### src/rtl/dacspi_pkg.sv
package dacspi_pkg;

   localparam int FRAME_W = 24;
   localparam int DATA_W  = 20;
   localparam int SEL_W   = 3;

   localparam logic [SEL_W-1:0] SEL_CODE  = 3'b001;
   localparam logic [SEL_W-1:0] SEL_MODE  = 3'b010;
   localparam logic [SEL_W-1:0] SEL_FALLB = 3'b011;
   localparam logic [SEL_W-1:0] SEL_CMD   = 3'b100;

   localparam int CMD_LOAD_BIT  = 0;
   localparam int CMD_FALLB_BIT = 1;
   localparam int CMD_RESET_BIT = 2;

   // mode word, packed in the order of data bits 9:1
   typedef struct packed {
      logic [3:0] lin_trim;
      logic       miso_off;
      logic       offset_bin;
      logic       dac_hiz;
      logic       gnd_clamp;
      logic       amp_off;
   } mode_t;

   localparam int MODE_W = $bits(mode_t);

   localparam mode_t MODE_RST = '{lin_trim: 4'h0, miso_off: 1'b0, offset_bin: 1'b0,
                                  dac_hiz: 1'b1, gnd_clamp: 1'b1, amp_off: 1'b1};

endpackage

### src/rtl/dacspi_sync.sv
module dacspi_sync #(
   parameter int          W       = 4,
   parameter int          STAGES  = 2,
   parameter logic [W-1:0] RST_VAL = '0
) (
   input  logic         clk,
   input  logic         rst_n,
   input  logic [W-1:0] d,
   output logic [W-1:0] q
);

   logic [W-1:0] stg [STAGES];

   for (genvar i = 0; i < STAGES; i++) begin : g_stage
      if (i == 0) begin : g_first
         always_ff @(posedge clk or negedge rst_n) begin
            if (!rst_n) stg[i] <= RST_VAL;
            else        stg[i] <= d;
         end
      end else begin : g_next
         always_ff @(posedge clk or negedge rst_n) begin
            if (!rst_n) stg[i] <= RST_VAL;
            else        stg[i] <= stg[i-1];
         end
      end
   end

   assign q = stg[STAGES-1];

endmodule

### src/rtl/dacspi_frame.sv
module dacspi_frame
   import dacspi_pkg::*;
#(
   parameter int FW = FRAME_W
) (
   input  logic          clk,
   input  logic          rst_n,
   input  logic          cs_n_s,
   input  logic          sclk_s,
   input  logic          mosi_s,
   input  logic [FW-1:0] rsp_word,
   output logic          frame_ok,
   output logic [FW-1:0] frame_word,
   output logic          miso
);

   localparam int CNT_W   = $clog2(FW + 2);
   localparam int CNT_TOP = FW + 1;

   logic             cs_q;
   logic             sclk_q;
   logic [CNT_W-1:0] edge_cnt;
   logic [FW-1:0]    rx_sh;
   logic [FW-1:0]    tx_sh;
   logic             cs_fall;
   logic             cs_rise;
   logic             sclk_fall;

   assign cs_fall   = cs_q & ~cs_n_s;
   assign cs_rise   = ~cs_q & cs_n_s;
   assign sclk_fall = sclk_q & ~sclk_s & ~cs_n_s;

   always_ff @(posedge clk or negedge rst_n) begin
      if (!rst_n) begin
         cs_q   <= 1'b1;
         sclk_q <= 1'b0;
      end else begin
         cs_q   <= cs_n_s;
         sclk_q <= sclk_s;
      end
   end

   // falling-edge counter, saturating one above a full frame
   always_ff @(posedge clk or negedge rst_n) begin
      if (!rst_n) begin
         edge_cnt <= '0;
      end else if (cs_fall) begin
         edge_cnt <= '0;
      end else if (sclk_fall && edge_cnt != CNT_W'(CNT_TOP)) begin
         edge_cnt <= edge_cnt + 1'b1;
      end
   end

   always_ff @(posedge clk or negedge rst_n) begin
      if (!rst_n) begin
         rx_sh <= '0;
      end else if (sclk_fall) begin
         rx_sh <= {rx_sh[FW-2:0], mosi_s};
      end
   end

   // response word: loaded at frame start, advanced after each host sample
   always_ff @(posedge clk or negedge rst_n) begin
      if (!rst_n) begin
         tx_sh <= '0;
      end else if (cs_fall) begin
         tx_sh <= rsp_word;
      end else if (sclk_fall) begin
         tx_sh <= {tx_sh[FW-2:0], 1'b0};
      end
   end

   assign miso = tx_sh[FW-1];

   always_ff @(posedge clk or negedge rst_n) begin
      if (!rst_n) begin
         frame_ok   <= 1'b0;
         frame_word <= '0;
      end else begin
         frame_ok <= cs_rise && (edge_cnt == CNT_W'(FW));
         if (cs_rise) frame_word <= rx_sh;
      end
   end

endmodule

### src/rtl/dacspi_regs.sv
module dacspi_regs
   import dacspi_pkg::*;
#(
   parameter int CODE_BITS = 20
) (
   input  logic                 clk,
   input  logic                 rst_n,
   input  logic                 frame_ok,
   input  logic [FRAME_W-1:0]   frame_word,
   input  logic                 load_low,
   input  logic                 load_fall,
   output logic [CODE_BITS-1:0] code_out,
   output mode_t                mode_q,
   output logic [CODE_BITS-1:0] fallb_q,
   output logic [FRAME_W-1:0]   rsp_word
);

   localparam int PAD = DATA_W - CODE_BITS;

   logic                 is_read;
   logic [SEL_W-1:0]     sel;
   logic [DATA_W-1:0]    data;
   logic [CODE_BITS-1:0] new_code;
   logic [CODE_BITS-1:0] pend_q;
   logic [DATA_W-1:0]    pend_field;
   logic [DATA_W-1:0]    fallb_field;
   logic [DATA_W-1:0]    rd_data;

   assign is_read  = frame_word[FRAME_W-1];
   assign sel      = frame_word[FRAME_W-2 -: SEL_W];
   assign data     = frame_word[DATA_W-1:0];
   assign new_code = data[DATA_W-1 -: CODE_BITS];

   // code placement in the data field depends on the resolution
   if (PAD == 0) begin : g_full
      assign pend_field  = pend_q;
      assign fallb_field = fallb_q;
   end else begin : g_padded
      assign pend_field  = {pend_q,  {PAD{1'b0}}};
      assign fallb_field = {fallb_q, {PAD{1'b0}}};
   end

   always_comb begin
      rd_data = '0;
      case (sel)
         SEL_CODE:  rd_data = pend_field;
         SEL_MODE:  rd_data[MODE_W:1] = mode_q;
         SEL_FALLB: rd_data = fallb_field;
         default:   rd_data = '0;
      endcase
   end

   always_ff @(posedge clk or negedge rst_n) begin
      if (!rst_n) begin
         pend_q   <= '0;
         code_out <= '0;
         fallb_q  <= '0;
         mode_q   <= MODE_RST;
         rsp_word <= '0;
      end else begin
         if (load_fall) code_out <= pend_q;
         if (frame_ok) begin
            rsp_word <= is_read ? {1'b1, sel, rd_data} : '0;
            if (!is_read) begin
               case (sel)
                  SEL_CODE: begin
                     pend_q <= new_code;
                     if (load_low) code_out <= new_code;
                  end
                  SEL_MODE:  mode_q  <= mode_t'(data[MODE_W:1]);
                  SEL_FALLB: fallb_q <= new_code;
                  SEL_CMD: begin
                     if (data[CMD_RESET_BIT]) begin
                        pend_q   <= '0;
                        code_out <= '0;
                        fallb_q  <= '0;
                        mode_q   <= MODE_RST;
                     end else if (data[CMD_FALLB_BIT]) begin
                        pend_q   <= fallb_q;
                        code_out <= fallb_q;
                     end else if (data[CMD_LOAD_BIT]) begin
                        code_out <= pend_q;
                     end
                  end
                  default: ;
               endcase
            end
         end
      end
   end

endmodule

### src/rtl/dacspi_slave.sv
module dacspi_slave
   import dacspi_pkg::*;
#(
   parameter int CODE_BITS   = 20,
   parameter int SYNC_STAGES = 2
) (
   input  logic                 clk,
   input  logic                 rst_n,
   input  logic                 spi_cs_n,
   input  logic                 spi_clk,
   input  logic                 spi_mosi,
   output logic                 spi_miso,
   output logic                 spi_miso_en,
   input  logic                 load_n,
   output logic [CODE_BITS-1:0] dac_code,
   output logic                 amp_off,
   output logic                 gnd_clamp,
   output logic                 dac_hiz,
   output logic                 offset_bin,
   output logic [3:0]           lin_trim
);

   localparam int          PIN_W   = 4;
   localparam logic [PIN_W-1:0] PIN_IDLE = 4'b1001;

   if (CODE_BITS != 18 && CODE_BITS != 20) begin : g_bad_code
      $error("dacspi_slave: CODE_BITS must be 18 or 20");
   end
   if (SYNC_STAGES < 2) begin : g_bad_sync
      $error("dacspi_slave: SYNC_STAGES must be at least 2");
   end

   logic [PIN_W-1:0]     pins_s;
   logic                 cs_n_s;
   logic                 sclk_s;
   logic                 mosi_s;
   logic                 load_s;
   logic                 load_q;
   logic                 load_fall;
   logic                 frame_ok;
   logic [FRAME_W-1:0]   frame_word;
   logic [FRAME_W-1:0]   rsp_word;
   logic [CODE_BITS-1:0] fallb_q;
   mode_t                mode_q;

   dacspi_sync #(
      .W      (PIN_W),
      .STAGES (SYNC_STAGES),
      .RST_VAL(PIN_IDLE)
   ) u_sync (
      .clk  (clk),
      .rst_n(rst_n),
      .d    ({spi_cs_n, spi_clk, spi_mosi, load_n}),
      .q    (pins_s)
   );

   assign {cs_n_s, sclk_s, mosi_s, load_s} = pins_s;

   always_ff @(posedge clk or negedge rst_n) begin
      if (!rst_n) load_q <= 1'b1;
      else        load_q <= load_s;
   end

   assign load_fall = load_q & ~load_s;

   dacspi_frame #(
      .FW(FRAME_W)
   ) u_frame (
      .clk       (clk),
      .rst_n     (rst_n),
      .cs_n_s    (cs_n_s),
      .sclk_s    (sclk_s),
      .mosi_s    (mosi_s),
      .rsp_word  (rsp_word),
      .frame_ok  (frame_ok),
      .frame_word(frame_word),
      .miso      (spi_miso)
   );

   dacspi_regs #(
      .CODE_BITS(CODE_BITS)
   ) u_regs (
      .clk       (clk),
      .rst_n     (rst_n),
      .frame_ok  (frame_ok),
      .frame_word(frame_word),
      .load_low  (~load_s),
      .load_fall (load_fall),
      .code_out  (dac_code),
      .mode_q    (mode_q),
      .fallb_q   (fallb_q),
      .rsp_word  (rsp_word)
   );

   assign amp_off     = mode_q.amp_off;
   assign gnd_clamp   = mode_q.gnd_clamp;
   assign dac_hiz     = mode_q.dac_hiz;
   assign offset_bin  = mode_q.offset_bin;
   assign lin_trim    = mode_q.lin_trim;
   assign spi_miso_en = ~mode_q.miso_off;

endmodule

### config.mk
export PLATFORM = sky130hd
export DESIGN_NAME = dacspi_slave
export DESIGN_NICKNAME = d
export VERILOG_FILES = /design/src/rtl/dacspi_pkg.sv /design/src/rtl/dacspi_sync.sv /design/src/rtl/dacspi_frame.sv /design/src/rtl/dacspi_regs.sv /design/src/rtl/dacspi_slave.sv
export SDC_FILE = /design/constraint.sdc
export NUM_CORES = 1
export LEC_CHECK = 0
export BUFFER_PORTS_ARGS = -buffer_cell sky130_fd_sc_hd__buf_2
export CAP_MARGIN = 20
export CELL_PAD_IN_SITES_DETAIL_PLACEMENT = 1
export CELL_PAD_IN_SITES_GLOBAL_PLACEMENT = 1
export CORE_AREA = 2 2 131 133
export DETAILED_ROUTE_END_ITERATION = 8
export DIE_AREA = 0 0 133 135
export MAX_ROUTING_LAYER = met4
export PLACE_DENSITY = 0.94
export SLEW_MARGIN = 20
export SYNTH_ARGS = -nofsm -noshare
export SYNTH_HDL_FRONTEND = slang
export SYNTH_SLANG_ARGS = --single-unit
export TNS_END_PERCENT = 20
### constraint.sdc
create_clock -name clk -period 4.2 [get_ports clk]
set_input_delay 0.21 -clock clk [delete_from_list [all_inputs] [get_ports clk]]
set_output_delay 0.21 -clock clk [all_outputs]
set_load 0.01 [all_outputs]
### Word level (Yosys, flattened, before mapping)

Cells that the tools add are included.

| operators by class | value |
|---|---|
| $add $sub $neg | 1 |
| equality and inequality tests | 8 |
| muxes and demuxes | 23 |
| bitwise logic cells | 11 |
| reduce and logical (&&, ||, !) cells | 10 |

Operators by type and width:

| operator | count |
|---|---|
| $mux 20 | 10 |
| $pmux 20 s2 | 3 |
| $mux 24 | 3 |
| $pmux 9 s3 | 1 |
| $pmux 10 s2 | 1 |
| $pmux 9 s2 | 1 |
| $reduce_and 4->1 | 3 |
| $mux 5 | 2 |
| $reduce_bool 2->1 | 5 |
| $mux 9 | 1 |
| $eq 3x2->1 const B | 2 |
| $not 1->1 | 6 |
| $add 5x1->5 const B | 1 |
| $and 1x1->1 | 5 |
| $eq 5x5->1 const B | 1 |
| $ne 5x5->1 const B | 1 |
| $eq 3x1->1 const B | 1 |
| $eq 3x3->1 const B | 1 |
| $ne 3x3->1 const B | 1 |
| $logic_and 1x1->1 | 2 |
| $ne 2x2->1 const B | 1 |
| $pmux 1 s2 | 1 |

| storage, ports and cells | value |
|---|---|
| register bits | 182 |
| input bits | 6 |
| word-level logic and storage cells | 73 |

### Logic depth before layout (Yosys ltp)

Gate-level depths: netlist of run 1.

| logic depth | value |
|---|---|
| word-level depth | 9 |
| mapped depth | 7 |
| depth with buffers taken out | 5 |

### Cells and area by module

From an unflattened synthesis of run 1, not the netlist that was laid out.

| second synthesis, totals | value |
|---|---|
| cell total of the unflattened synthesis | 829 |
| area total of the unflattened synthesis | 8545.7 um2 |

By module, submodules not included:

| module | instances | cells an instance | area each (um2) | sequential area each (um2) |
|---|---|---|---|---|
| dacspi_regs | 1 | 514 | 4889.7 | 2331.0 |
| dacspi_frame | 1 | 299 | 3380.7 | 2003.2 |
| dacspi_sync | 1 | 12 | 235.2 | 205.2 |
| dacspi_slave | 1 | 4 | 40.0 | 26.3 |

### Worst setup path before layout of run 1

Ideal clock, no wire load.

| path | value |
|---|---|
| kind | register to register |
| start point | reg u_sync.stg (netlist bit u_sync.q[3]) |
| end point | reg u_frame.frame_word[10] |
| setup time | 125 ps |
| arrival | 1573 ps |
| data required time | 4075 ps |
| setup slack | 2502 ps |
| cell stages (with the launch flop) | 6 |
| buffers on the path | 3 |
| clock period less this slack | 1698 ps |
| cells stage by stage | dfstp_2 clkbuf_1 nor2b_1 buf_2 buf_2 mux2_2 |

| on the way | value |
|---|---|
| cells in the longest elaborated chain, start to end | 1 |

RTL lines:

| element | line | RTL |
|---|---|---|
| from (decl) | dacspi_sync.sv:12 | `logic [W-1:0] stg [STAGES];` |
| from (signal, indexed assignment) | dacspi_sync.sv:23 | `else stg[i] <= stg[i-1];` |
| $and 1x1->1 | dacspi_frame.sv:30 | `assign cs_rise = ~cs_q & cs_n_s;` |
| to (signal assigned) | dacspi_frame.sv:81 | `if (cs_rise) frame_word <= rx_sh;` |
| to (decl) | dacspi_frame.sv:13 | `output logic [FW-1:0] frame_word,` |

Every way passes these cells.
A chain may end at the register's enable or synchronous reset.

### Final worst setup path of run 1

| path | value |
|---|---|
| start point | reg u_frame.frame_word[20] |
| end point | reg u_regs.code_out[6] |

| on the way | value |
|---|---|
| cells in the longest elaborated chain, start to end | 4 |
| elaborated cells between the ends (all ways) | 5 |
| classes of those cells | eq/ne: 2; mux: 3 |

RTL lines:

| element | line | RTL |
|---|---|---|
| $eq 3x3->1 / $eq 3x1->1 (equally long branches) | dacspi_regs.sv:65 | `case (sel)` |
| $pmux 20 s2 (*) | dacspi_regs.sv:65 |  |
| $mux 20 (*) | dacspi_regs.sv:64 | `if (!is_read) begin` |
| $mux 20 (*) | dacspi_regs.sv:62 | `if (frame_ok) begin` |
| to (signal assigned) | dacspi_regs.sv:61 | `if (load_fall) code_out <= pend_q;` |
| to (signal assigned) | dacspi_regs.sv:68 | `if (load_low) code_out <= new_code;` |
| to (signal assigned) | dacspi_regs.sv:80 | `code_out <= fallb_q;` |
| to (decl) | dacspi_regs.sv:12 | `output logic [CODE_BITS-1:0] code_out,` |

Every way passes the cells marked *; elsewhere a longest branch is shown, timed or not.

==> impl_results.md, run 1 <==
* Fin Clk Skew at 10.9 ps
* Met2 usage at 51.6%
* Full die area at 18,000 sq um
* Final #Nets at 795
* Slew margin rel. at 26.4%
* Gr ovfl total at 0
* Met1 Track Usage GR at 36.1%
* Bufs on Longest Clock Path at 2
* Area growth, synth to finish at 10.4%
* WS Path Type: reg2reg
* Drt via density at 6.53
* Final setup violation count at 0
* Initial antenna violation count at 0
* Minimum clock period at 3000 ps
* DRC at 0
* Cell variety after synth at 40
* Register bit count reported by yosys at 182
* EDFF count, synth at 0
* Total GRT Usage at 30.8%
* Max-cap violations at 0
* Boundary Pins at 36
* Avg Inst Size Synth at 11.2 sq um
* Area contributors post-synth: dfrtp_1 (49%), mux2_2 (11%), mux2i_1 (6.3%), nand2_1 (3.2%), o21ai_0 (3.1%)
* Async SR Flop Fraction at 100%
* Drt first pass iters at 5
* Fill cells at 1,676
* Share of the synthesized area in the top cell type at 49.3%
* Largest area contributor in the netlist: dfrtp_1
* Number of global-route vias before repair at 7,170
* WL/cell at 25.0 microns
* Post CTS Setup Buffer Count at 0
* CTS sink count at 182
* Crit path required time at 4510 ps
* CP endpoint kind: register
* Post-synthesis cell count at 788
* Worst-skew pair later-pin latency at 450 ps
* CP Max Fanout at 21
* Root Driver: clkbuf_16
* Clk slew on worst S/H paths at 60 ps
* Leakage at 0.00422 uW
* Maximum vdd drop at 321 uV
* Post-synthesis sequential area ratio at 52.0%
* Max-slew violation count at 0
* RSZ-0062 raised after global routing: no
* H-tree levels at 4
* Final period utilization at 71.3%
* Number of buffers created by CTS at 17
* Achievable clock frequency at 0.334 GHz
* Largest net degree at the start of global routing at 107
* Initial core utilization at 53.6%
* Syn_nets at 797
* Yosys warns at 0
* Num rows at 47
* 1st-iter DRT viols at 638
* Cell area power density at 420 nW/um^2
* FF-to-FF Start: u_frame.frame_word[20]
* Crit path launch type: register
* Synth Cell Area at 8790 sq um
* CTS tree: built
* Diodes inserted at 0
* Commonest non-fill, non-tap cell in the layout: dfrtp_1
* Worst Max-Slew Pin Slew at 1100 ps
* Area of the multi-input gates at 3870 sq um
* Top_reg_cell synth: dfrtp_1
* Status: completed
* Share of cells above drive strength 1 at 22.9%
* Place WS at 1350 ps
* Setup crit start: u_frame.frame_word[20]
* GP Congestion at 0.875
* Die width at 133 microns
* Grt peak-use layer: met2
* PortBufs at 35
* Crit path DAT at 3310 ps
* Core box area at 16,400 sq um
* Worst hold start: u_sync.stg[5]
* Routed Antenna Nets at 0
* Final Hold Fails at 0
* Final setup margin at 1200 ps
* First-pass GRT wire length at 40,900 microns
* Die height at 135 microns
* Sequential cell area at 4570 sq um
* Vias at 6,645
* Post-DP HPWL at 15,300 microns
* Most frequent cells in the layout: dfrtp_1 (173), mux2_2 (88), nand2_1 (74)
* Setup TNS Final at 0 ps
* HP Class: reg2reg
* Met3 Usage GRT at 5.14%
* Final wirelength at 25,500 microns
## what timing repair did
action	CTS	global route
hold buffers	5	0
resized for setup	0	0
setup endpoints to repair	0	0
hold endpoints to repair	100	0
## registers in the layout, indices dropped and copies added, names as in the netlist
| signal | count |
|---|---|
| load_q | 1 |
| u_frame.cs_q | 1 |
| u_frame.edge_cnt | 5 |
| u_frame.frame_ok | 1 |
| u_frame.frame_word | 24 |
| u_frame.rx_sh | 24 |
| u_frame.sclk_q | 1 |
| u_frame.tx_sh | 24 |
| u_regs.code_out | 20 |
| u_regs.fallb_q | 20 |
| u_regs.mode_q | 9 |
| u_regs.pend_field | 20 |
| u_regs.rsp_word | 24 |
| u_sync.q | 4 |
| u_sync.stg | 4 |
## final timing paths
path | to | slack (ps) | cells after the start
setup / recovery | u_regs.code_out[6] | 1200 | 4
hold / removal | u_sync.q[1] | 350 | 0
setup reg to reg | u_regs.code_out[6] | 1200 | 4
hold reg to reg | u_sync.q[1] | 350 | 0
max in group asynchronous | u_regs.code_out[15] | 2630 | 3
min in group asynchronous | u_frame.tx_sh[5] | 450 | 2
## report_power, final
| part | total [uW] | internal, uW | switching [uW] |
|---|---|---|---|
| clock | 1680 | 997 | 688 |
| combinational | 441 | 171 | 269 |
| sequential | 1950 | 1830 | 117 |
| total | 4070 | 3000 | 1070 |
## cells by family after synthesis
family,count (synthesis),synth area share [%]
muxes,143,17.5
and+or+nand+nor,161,9.28
buffers and inverters,89,4.63
DFF,182,52.0
xor gates and xnor gates,4,0.399
AOI/OAI and AO/OA,206,15.8
adders and majority gates,3,0.427
## metrics by stage
| stage | instances | total power (uW) | hold WS, ps | area [sq um] | util (%) |
|---|---|---|---|---|---|
| 2_1_floorplan | 788 | 2220 | -85.6 | 8790 | - |
| 3_3_place_gp | 982 | 2350 | 315 | 9040 | 55.1 |
| 3_5_place_dp | 982 | 2400 | 317 | 9040 | 55.1 |
| 4_1_cts | 1018 | 4080 | 354 | 9700 | 59.1 |
| 5_1_grt | 1018 | 4200 | 354 | 9700 | 59.1 |
| 6_report | 1018 | 4070 | 351 | 9700 | 59.1 |
## per-layer routing
layer	wire [microns]	up-vias
li1	-	2848
met1	10200	3474
met2	13000	238
met3	1120	85
met4	1190	0
met5	0	-
## cell usage after synthesis, types with 21 or more instances
cell	instances
buf_2	22
nor2b_1	26
nor3b_1	22
a211oi_1	21
mux2i_1	55
a21oi_1	23
dfrtp_1	173
o21ai_0	55
mux2_2	88
nand2_1	74
clkbuf_1	39
a22oi_1	32
## worst max-delay path, cell delays in order (launching register included)
cell     delay, ps
dfrtp_1        610
or3b_1         860
nor2_2         250
nand2_1        610
o31ai_1        530
## final cells by class
| type | count | share of cell area (%) |
|---|---|---|
| sequential | 182 | 47.0 |
| multi-input combinational | 517 | 39.9 |
| clock buffer | 24 | 5.07 |
| timing repair buffer | 52 | 3.31 |
| tap | 220 | 2.84 |
| clock inverter | 7 | 1.22 |
| inverter | 16 | 0.619 |
Power figures use the tool's default switching activity.
==> inputs of run 2 (changes only) <==
--- a/config.mk
+++ b/config.mk
@@ -9,11 +9,11 @@
 export CAP_MARGIN = 20
 export CELL_PAD_IN_SITES_DETAIL_PLACEMENT = 1
 export CELL_PAD_IN_SITES_GLOBAL_PLACEMENT = 1
-export CORE_AREA = 2 2 131 133
+export CORE_AREA = 2 2 143 145
 export DETAILED_ROUTE_END_ITERATION = 8
-export DIE_AREA = 0 0 133 135
+export DIE_AREA = 0 0 145 147
 export MAX_ROUTING_LAYER = met4
-export PLACE_DENSITY = 0.94
+export PLACE_DENSITY = 0.85
 export SLEW_MARGIN = 20
 export SYNTH_ARGS = -nofsm -noshare
 export SYNTH_HDL_FRONTEND = slang
==> constraint.sdc (replaced) <==
create_clock -name clk -period 2.7 [get_ports clk]
set_input_delay 0.135 -clock clk [delete_from_list [all_inputs] [get_ports clk]]
set_output_delay 0.135 -clock clk [all_outputs]
set_load 0.01 [all_outputs]
==> run 2 against run 1 <==
  * Worst hold slack got worse by 56 ps
  * Setup slack got worse by 630 ps
  * Cell count is 6.3% higher
  * Largest cell class unchanged
  * Highest routed layer unchanged
==> impl_results.md, run 2 (same netlist as run 1, synthesis figures left out) <==
* Status: completed (unchanged)
* Post-DP HPWL at 14,100 microns (was 15,300 microns)
* R2R Path End: u_regs.code_out[12] (was u_regs.code_out[6])
* Initial core utilization at 44.3% (was 53.6%)
* GP Congestion at 0.777 (was 0.875)
* Post CTS Setup Buffer Count at 0 (unchanged)
* Final Hold Fails at 0 (unchanged)
* Die width at 145 microns (was 133 microns)
* CP Max Fanout at 20 (was 21)
* RSZ-0062 raised after global routing: no (unchanged)
* Vias at 6,348 (was 6,645)
* Total power at 6170 uW (was 4070 uW)
* Worst Max-Slew Pin Slew at 949 ps (was 1100 ps)
* Final setup violation count at 0 (unchanged)
* Minimum clock period at 2120 ps (was 3000 ps)
* HP Class: in2async (was reg2reg)
* Crit path launch type: register (unchanged)
* Boundary Pins at 36 (unchanged)
* Fill cells at 2,099 (was 1,676)
* Slew margin rel. at 36.3% (was 26.4%)
* Share of cells above drive strength 1 at 24.5% (was 22.9%)
* Crit path DAT at 2450 ps (was 3310 ps)
* Gr ovfl total at 0 (unchanged)
* Full die area at 21,300 sq um (was 18,000 sq um)
* H-tree levels at 4 (unchanged)
* Area of the multi-input gates at 3850 sq um (was 3870 sq um)
* Initial antenna violation count at 0 (unchanged)
* CTS sink count at 182 (unchanged)
* Drt first pass iters at 5 (unchanged)
* Diodes inserted at 0 (unchanged)
* Root Driver: clkbuf_16 (unchanged)
* Cell area power density at 627 nW/um^2 (was 420 nW/um^2)
* Worst-skew pair later-pin latency at 440 ps (was 450 ps)
* DRC at 0 (unchanged)
* Number of global-route vias before repair at 6,770 (was 7,170)
* Largest net degree at the start of global routing at 76 (was 107)
* Post-cts sizing count at 0 (unchanged)
* Maximum vdd drop at 404 uV (was 321 uV)
* Leakage at 0.00426 uW (was 0.00422 uW)
* Reg2reg setup slack at 580 ps (was 1200 ps)
* CP endpoint kind: register (unchanged)
* First-pass GRT wire length at 38,000 microns (was 40,900 microns)
* 1st-iter DRT viols at 391 (was 638)
* Crit path required time at 3020 ps (was 4510 ps)
* PortBufs at 35 (unchanged)
* FF-to-FF Start: u_frame.frame_ok (was u_frame.frame_word[20])
* Post-cts hold buffer count at 5 (unchanged)
* Max-slew violation count at 0 (unchanged)
* Sequential cell area at 4570 sq um (unchanged)
* Die height at 147 microns (was 135 microns)
* Number of buffers created by CTS at 17 (unchanged)
* Core box area at 19,800 sq um (was 16,400 sq um)
* Area growth, synth to finish at 12.0% (was 10.4%)
* Num rows at 52 (was 47)
* Bufs on Longest Clock Path at 2 (unchanged)
* WL/cell at 21.0 microns (was 25.0 microns)
* Max-cap violations at 0 (unchanged)
* Most frequent cells in the layout: dfrtp_1 (173), mux2_2 (88), nand2_1 (74) (unchanged)
* Routed Antenna Nets at 0 (unchanged)
* Final wirelength at 22,700 microns (was 25,500 microns)
* Final #Nets at 808 (was 795)
* Total GRT Usage at 23.1% (was 30.8%)
* Final period utilization at 78.6% (was 71.3%)
* Achievable clock frequency at 0.471 GHz (was 0.334 GHz)
* Setup TNS Final at 0 ps (unchanged)
* Fin Clk Skew at 11.6 ps (was 10.9 ps)
* Drt via density at 5.87 (was 6.53)
* Clk slew on worst S/H paths at 70 ps (was 60 ps)
* CTS tree: built (unchanged)
* Reg2Reg Depth at 3 (was 4)
* Commonest non-fill, non-tap cell in the layout: dfrtp_1 (unchanged)
* WS Path Type: reg2reg (unchanged)
run 2: cell count changes in the layout (fill, tap and decap cells not counted), moves of 2 or more:
cell,change
buf_12,+2
inv_6,+2
clkinvlp_4,+5
clkbuf_8,-3
clkbuf_1,-2
buf_4,+11
run 2: how the worst max path moves through the flow:
stage                                 from                      to  slack [ps]
global placement          u_frame.frame_ok     u_regs.code_out[15]         770
floorplan                      u_sync.q[3]  u_frame.frame_word[10]        1000
detailed placement        u_frame.frame_ok     u_regs.code_out[12]         610
global route        u_frame.frame_word[21]        u_regs.mode_q[5]         430
finish                    u_frame.frame_ok     u_regs.code_out[12]         580
CTS                       u_frame.frame_ok     u_regs.code_out[12]         570
run 2: report_power, final:
part	total, uW	internal, uW	switching, uW	leakage (uW)
combinational	713	281	432	0.00152
clock	2490	1370	1120	0.000261
sequential	2970	2850	122	0.00248
run 2: final cells by class:
cell class                      instances  area share [%]
Clock buffer                           18            4.36
Clock inverter                         14            1.55
Sequential cell                       182            46.4
Timing Repair Buffer                   65            4.54
Multi-Input combinational cell        517            39.1
Inverter                               16           0.610
Tap cell                              270            3.43
run 2: critical path, cell delays in order, from the launching register on:
cell and delay (ps):
dfrtp_1 700, nor2b_1 270, nand2_1 570, o31ai_1 470
run 2: per-layer routing:
layer  track usage (%)  vias to the layer above  wire length (microns)
met5                 -                        -                      0
met4              8.61                        0                    447
met3              3.01                       31                    519
met2              37.7                       95                  11400
met1              29.7                     3333                  10300
li1                  -                     2889                      -
run 2: metrics by stage:
step                hold slack [ps]  area [sq um]  cells  utilization [%]  setup slack, ps
floorplan                      -161          8790    788                -             1000
global placement                200          9210   1045             46.4              774
detailed placement              197          9210   1045             46.4              614
CTS                             290          9850   1082             49.6              565
global route                    326          9850   1082             49.6              426
finish                          295          9850   1082             49.6              577
==> inputs of run 3 (changes only) <==
--- a/config.mk
+++ b/config.mk
@@ -5,13 +5,14 @@
 export SDC_FILE = /design/constraint.sdc
 export NUM_CORES = 1
 export LEC_CHECK = 0
+export ABC_AREA = 1
 export BUFFER_PORTS_ARGS = -buffer_cell sky130_fd_sc_hd__buf_2
 export CAP_MARGIN = 20
 export CELL_PAD_IN_SITES_DETAIL_PLACEMENT = 1
 export CELL_PAD_IN_SITES_GLOBAL_PLACEMENT = 1
-export CORE_AREA = 2 2 143 145
+export CORE_AREA = 2 2 147 149
 export DETAILED_ROUTE_END_ITERATION = 8
-export DIE_AREA = 0 0 145 147
+export DIE_AREA = 0 0 149 151
 export MAX_ROUTING_LAYER = met4
 export PLACE_DENSITY = 0.85
 export SLEW_MARGIN = 20
==> constraint.sdc (replaced) <==
create_clock -name clk -period 1.95 [get_ports clk]
set_input_delay 0.0975 -clock clk [delete_from_list [all_inputs] [get_ports clk]]
set_output_delay 0.0975 -clock clk [all_outputs]
set_load 0.01 [all_outputs]
==> run 3 against run 2 <==
  * Flip-flop and latch count unchanged
  * Setup slack worse by 380 ps
  * Synthesized cell count increased by 38%
  * Largest power group unchanged
==> impl_results.md, run 3 <==
* Status: completed (unchanged)
* Drt first pass iters at 5 (unchanged)
* Largest net degree at the start of global routing at 59 (was 76)
* Synth Cell Area at 8660 sq um (was 8790 sq um)
* Post-synthesis cell count at 1,089 (was 788)
* First-pass GRT wire length at 43,100 microns (was 38,000 microns)
* Final period utilization at 90.1% (was 78.6%)
* Root Driver: clkbuf_16 (unchanged)
* Max-slew violation count at 0 (unchanged)
* Syn_nets at 1,098 (was 797)
* Full die area at 22,500 sq um (was 21,300 sq um)
* Cell area power density at 890 nW/um^2 (was 627 nW/um^2)
* Clk slew on worst S/H paths at 70 ps (about the same)
* Number of global-route vias before repair at 8,168 (was 6,770)
* Vias at 7,666 (was 6,348)
* CTS sink count at 182 (unchanged)
* PortBufs at 35 (unchanged)
* H-tree levels at 4 (unchanged)
* Minimum clock period at 1760 ps (was 2120 ps)
* Share of cells above drive strength 1 at 11.6% (was 24.5%)
* WS Path Type: reg2reg (unchanged)
* CP max stage delay at 470 ps (was 700 ps)
* Die width at 149 microns (was 145 microns)
* Crit path required time at 2260 ps (was 3020 ps)
* Crit path depth at 9 (was 3)
* Total power at 8820 uW (was 6170 uW)
* EDFF count, synth at 0 (unchanged)
* Maximum vdd drop at 624 uV (was 404 uV)
* Final #Nets at 1,127 (was 808)
* Fin Clk Skew at 13.4 ps (was 11.6 ps)
* Register bit count reported by yosys at 182 (unchanged)
* Crit path DAT at 2060 ps (was 2450 ps)
* Reg2Reg Depth at 9 (was 3)
* Total GRT Usage at 25.3% (was 23.1%)
* DRC at 0 (unchanged)
* Post-synthesis sequential area ratio at 52.7% (was 52.0%)
* Routed Antenna Nets at 0 (unchanged)
* Area contributors post-synth: dfrtp_1 (50%), nand2_1 (17%), o21ai_0 (6.1%), inv_1 (4.6%), nand3_1 (4.0%) (was dfrtp_1 (49%), mux2_2 (11%), mux2i_1 (6.3%), nand2_1 (3.2%), o21ai_0 (3.1%))
* Critical-path top delay cell: dfrtp_1 (unchanged)
* Diodes inserted at 0 (unchanged)
* Placed cell area at 9220 sq um (was 9210 sq um)
* Final wirelength at 26,000 microns (was 22,700 microns)
* Leading cell type by number of instances after synthesis: nand2_1 (was dfrtp_1)
* Setup TNS Final at 0 ps (unchanged)
* Reg2reg setup slack at 190 ps (was 580 ps)
* Slew margin rel. at 62.8% (was 36.3%)
* Leakage at 0.00476 uW (was 0.00426 uW)
* Max-cap violations at 0 (unchanged)
* FF-to-FF Start: u_frame.frame_word[20] (was u_frame.frame_ok)
* HP Class: in2async (unchanged)
* Achievable clock frequency at 0.569 GHz (was 0.471 GHz)
* Post-DP HPWL at 16,800 microns (was 14,100 microns)
* R2R Path End: u_regs.pend_field[10] (was u_regs.code_out[12])
* Die height at 151 microns (was 147 microns)
* Post-route cell area at 9910 sq um (was 9850 sq um)
* Worst Max-Slew Pin Slew at 558 ps (was 949 ps)
* Share of the synthesized area in the top cell type at 50.0% (was 49.3%)
* Cell variety after synth at 32 (was 40)
* Num rows at 53 (was 52)
* GP Congestion at 0.822 (was 0.777)
* Most frequent cells in the layout: nand2_1 (382), dfrtp_1 (173), inv_1 (106) (was dfrtp_1 (173), mux2_2 (88), nand2_1 (74))
* Worst-skew pair later-pin latency at 450 ps (was 440 ps)
* CP delay by family, top: simple AND/OR/NAND/NOR gates (unchanged)
* Largest area contributor in the netlist: dfrtp_1 (unchanged)
* CP endpoint kind: register (unchanged)
* CP cell instances: nor2_2 -> nand2_4 -> inv_2 -> nand2_1 -> nand2_1 -> nand2_1 -> buf_4 -> nor2_1 -> a21oi_1 (was nor2b_1 -> nand2_1 -> o31ai_1)
* Number of buffers created by CTS at 17 (unchanged)
* CP Max Fanout at 40 (was 20)
* Drt via density at 5.45 (was 5.87)
* WL/cell at 18.5 microns (was 21.0 microns)
* Initial antenna violation count at 0 (unchanged)
* Initial core utilization at 41.6% (was 44.3%)
* Avg Inst Size Synth at 7.96 sq um (was 11.2 sq um)
* Core box area at 20,800 sq um (was 19,800 sq um)
* Crit path launch type: register (unchanged)
* Async SR Flop Fraction at 100% (unchanged)
* Top_reg_cell synth: dfrtp_1 (unchanged)
* Bufs on Longest Clock Path at 2 (unchanged)
* 1st-iter DRT viols at 516 (was 391)
* Commonest non-fill, non-tap cell in the layout: nand2_1 (was dfrtp_1)
* Most frequent cells after synthesis: nand2_1 (382), dfrtp_1 (173), inv_1 (106) (was dfrtp_1 (173), mux2_2 (88), nand2_1 (74))
* Post-cts sizing count at 0 (unchanged)
* Final setup violation count at 0 (unchanged)
* Final Hold Fails at 0 (unchanged)
* CP most frequent cell: nand2_1
* Boundary Pins at 36 (unchanged)
* Gr ovfl total at 0 (unchanged)
* RSZ-0062 raised after global routing: no (unchanged)
* Area growth, synth to finish at 14.3% (was 12.0%)
* Post-layout utilization of the core at 47.6% (was 49.6%)
* Yosys warns at 0 (unchanged)
* CTS tree: built (unchanged)
* Buf/Inv on CP at 2 (was 0)
-- run 3: cell types whose count changed in the layout (fill, tap and decap cells not counted), sizes merged, moves of 55 or more --
cell	previous run	this run
nand3	3	70
mux2i	55	0
inv	18	115
mux2	88	1
nand2	74	383
o21ai	59	122
-- run 3: layer usage --
layer | global-route usage (%) | wire, microns | vias up
li1 | - | - | 3563
met1 | 31.8 | 11400 | 3834
met2 | 41.5 | 12800 | 199
met3 | 3.58 | 960 | 70
met4 | 10.3 | 816 | 0
met5 | - | 0 | -
-- run 3: kinds of logic after synthesis --
group,synth area share [%]
compound gates,15.7
xor+xnor,0.101
fa+ha+maj,0.433
buf+inv,8.38
flops,52.7
mux,0.130
simple gates,22.6
-- run 3: how the worst max path moves through the flow --
stage | startpoint | to
finish | u_frame.frame_word[20] | u_regs.pend_field[10]
detailed placement | u_frame.frame_word[20] | u_regs.pend_field[1]
global placement | u_frame.frame_word[22] | u_regs.code_out[6]
global route | u_frame.frame_word[20] | u_regs.pend_field[10]
floorplan | u_sync.q[0] | u_regs.code_out[12]
CTS | u_frame.frame_word[20] | u_regs.pend_field[10]
-- run 3: metrics by stage --
stage	std cells	setup WS [ps]	hold WS [ps]
after CTS	1406	213	204
after global placement	1369	405	116
after global routing	1406	75.3	219
after detailed placement	1369	306	117
after floorplan	1089	510	-198
final	1406	193	167
-- run 3: final cells by class --
cell class	count	area (sq um)
Clock buffer	21	470
Clock inverter	11	164
Fill cell	2571	10900
Inverter	112	420
Multi-Input combinational cell	729	3380
Sequential cell	182	4570
Tap cell	275	344
Timing Repair Buffer	76	567
-- run 3: timing repair --
item | CTS | global route
hold buffers | 5 | 0
endpoints found under the hold margin | 57 | 0
buffers inserted | 0 | 0
-- run 3: worst reg2reg max path, stage by stage, from the launching register on --
cell,delay [ps]
dfrtp_1,470
nor2_2,240
nand2_4,100
inv_2,110
nand2_1,60
nand2_1,60
nand2_1,50
buf_4,260
nor2_1,200
a21oi_1,70
-- run 3: where the power goes --
group	switching [uW]	internal (uW)	total, uW
registers	114	3920	4030
logic	720	294	1010
clock network	1620	2150	3770
total	2450	6370	8820
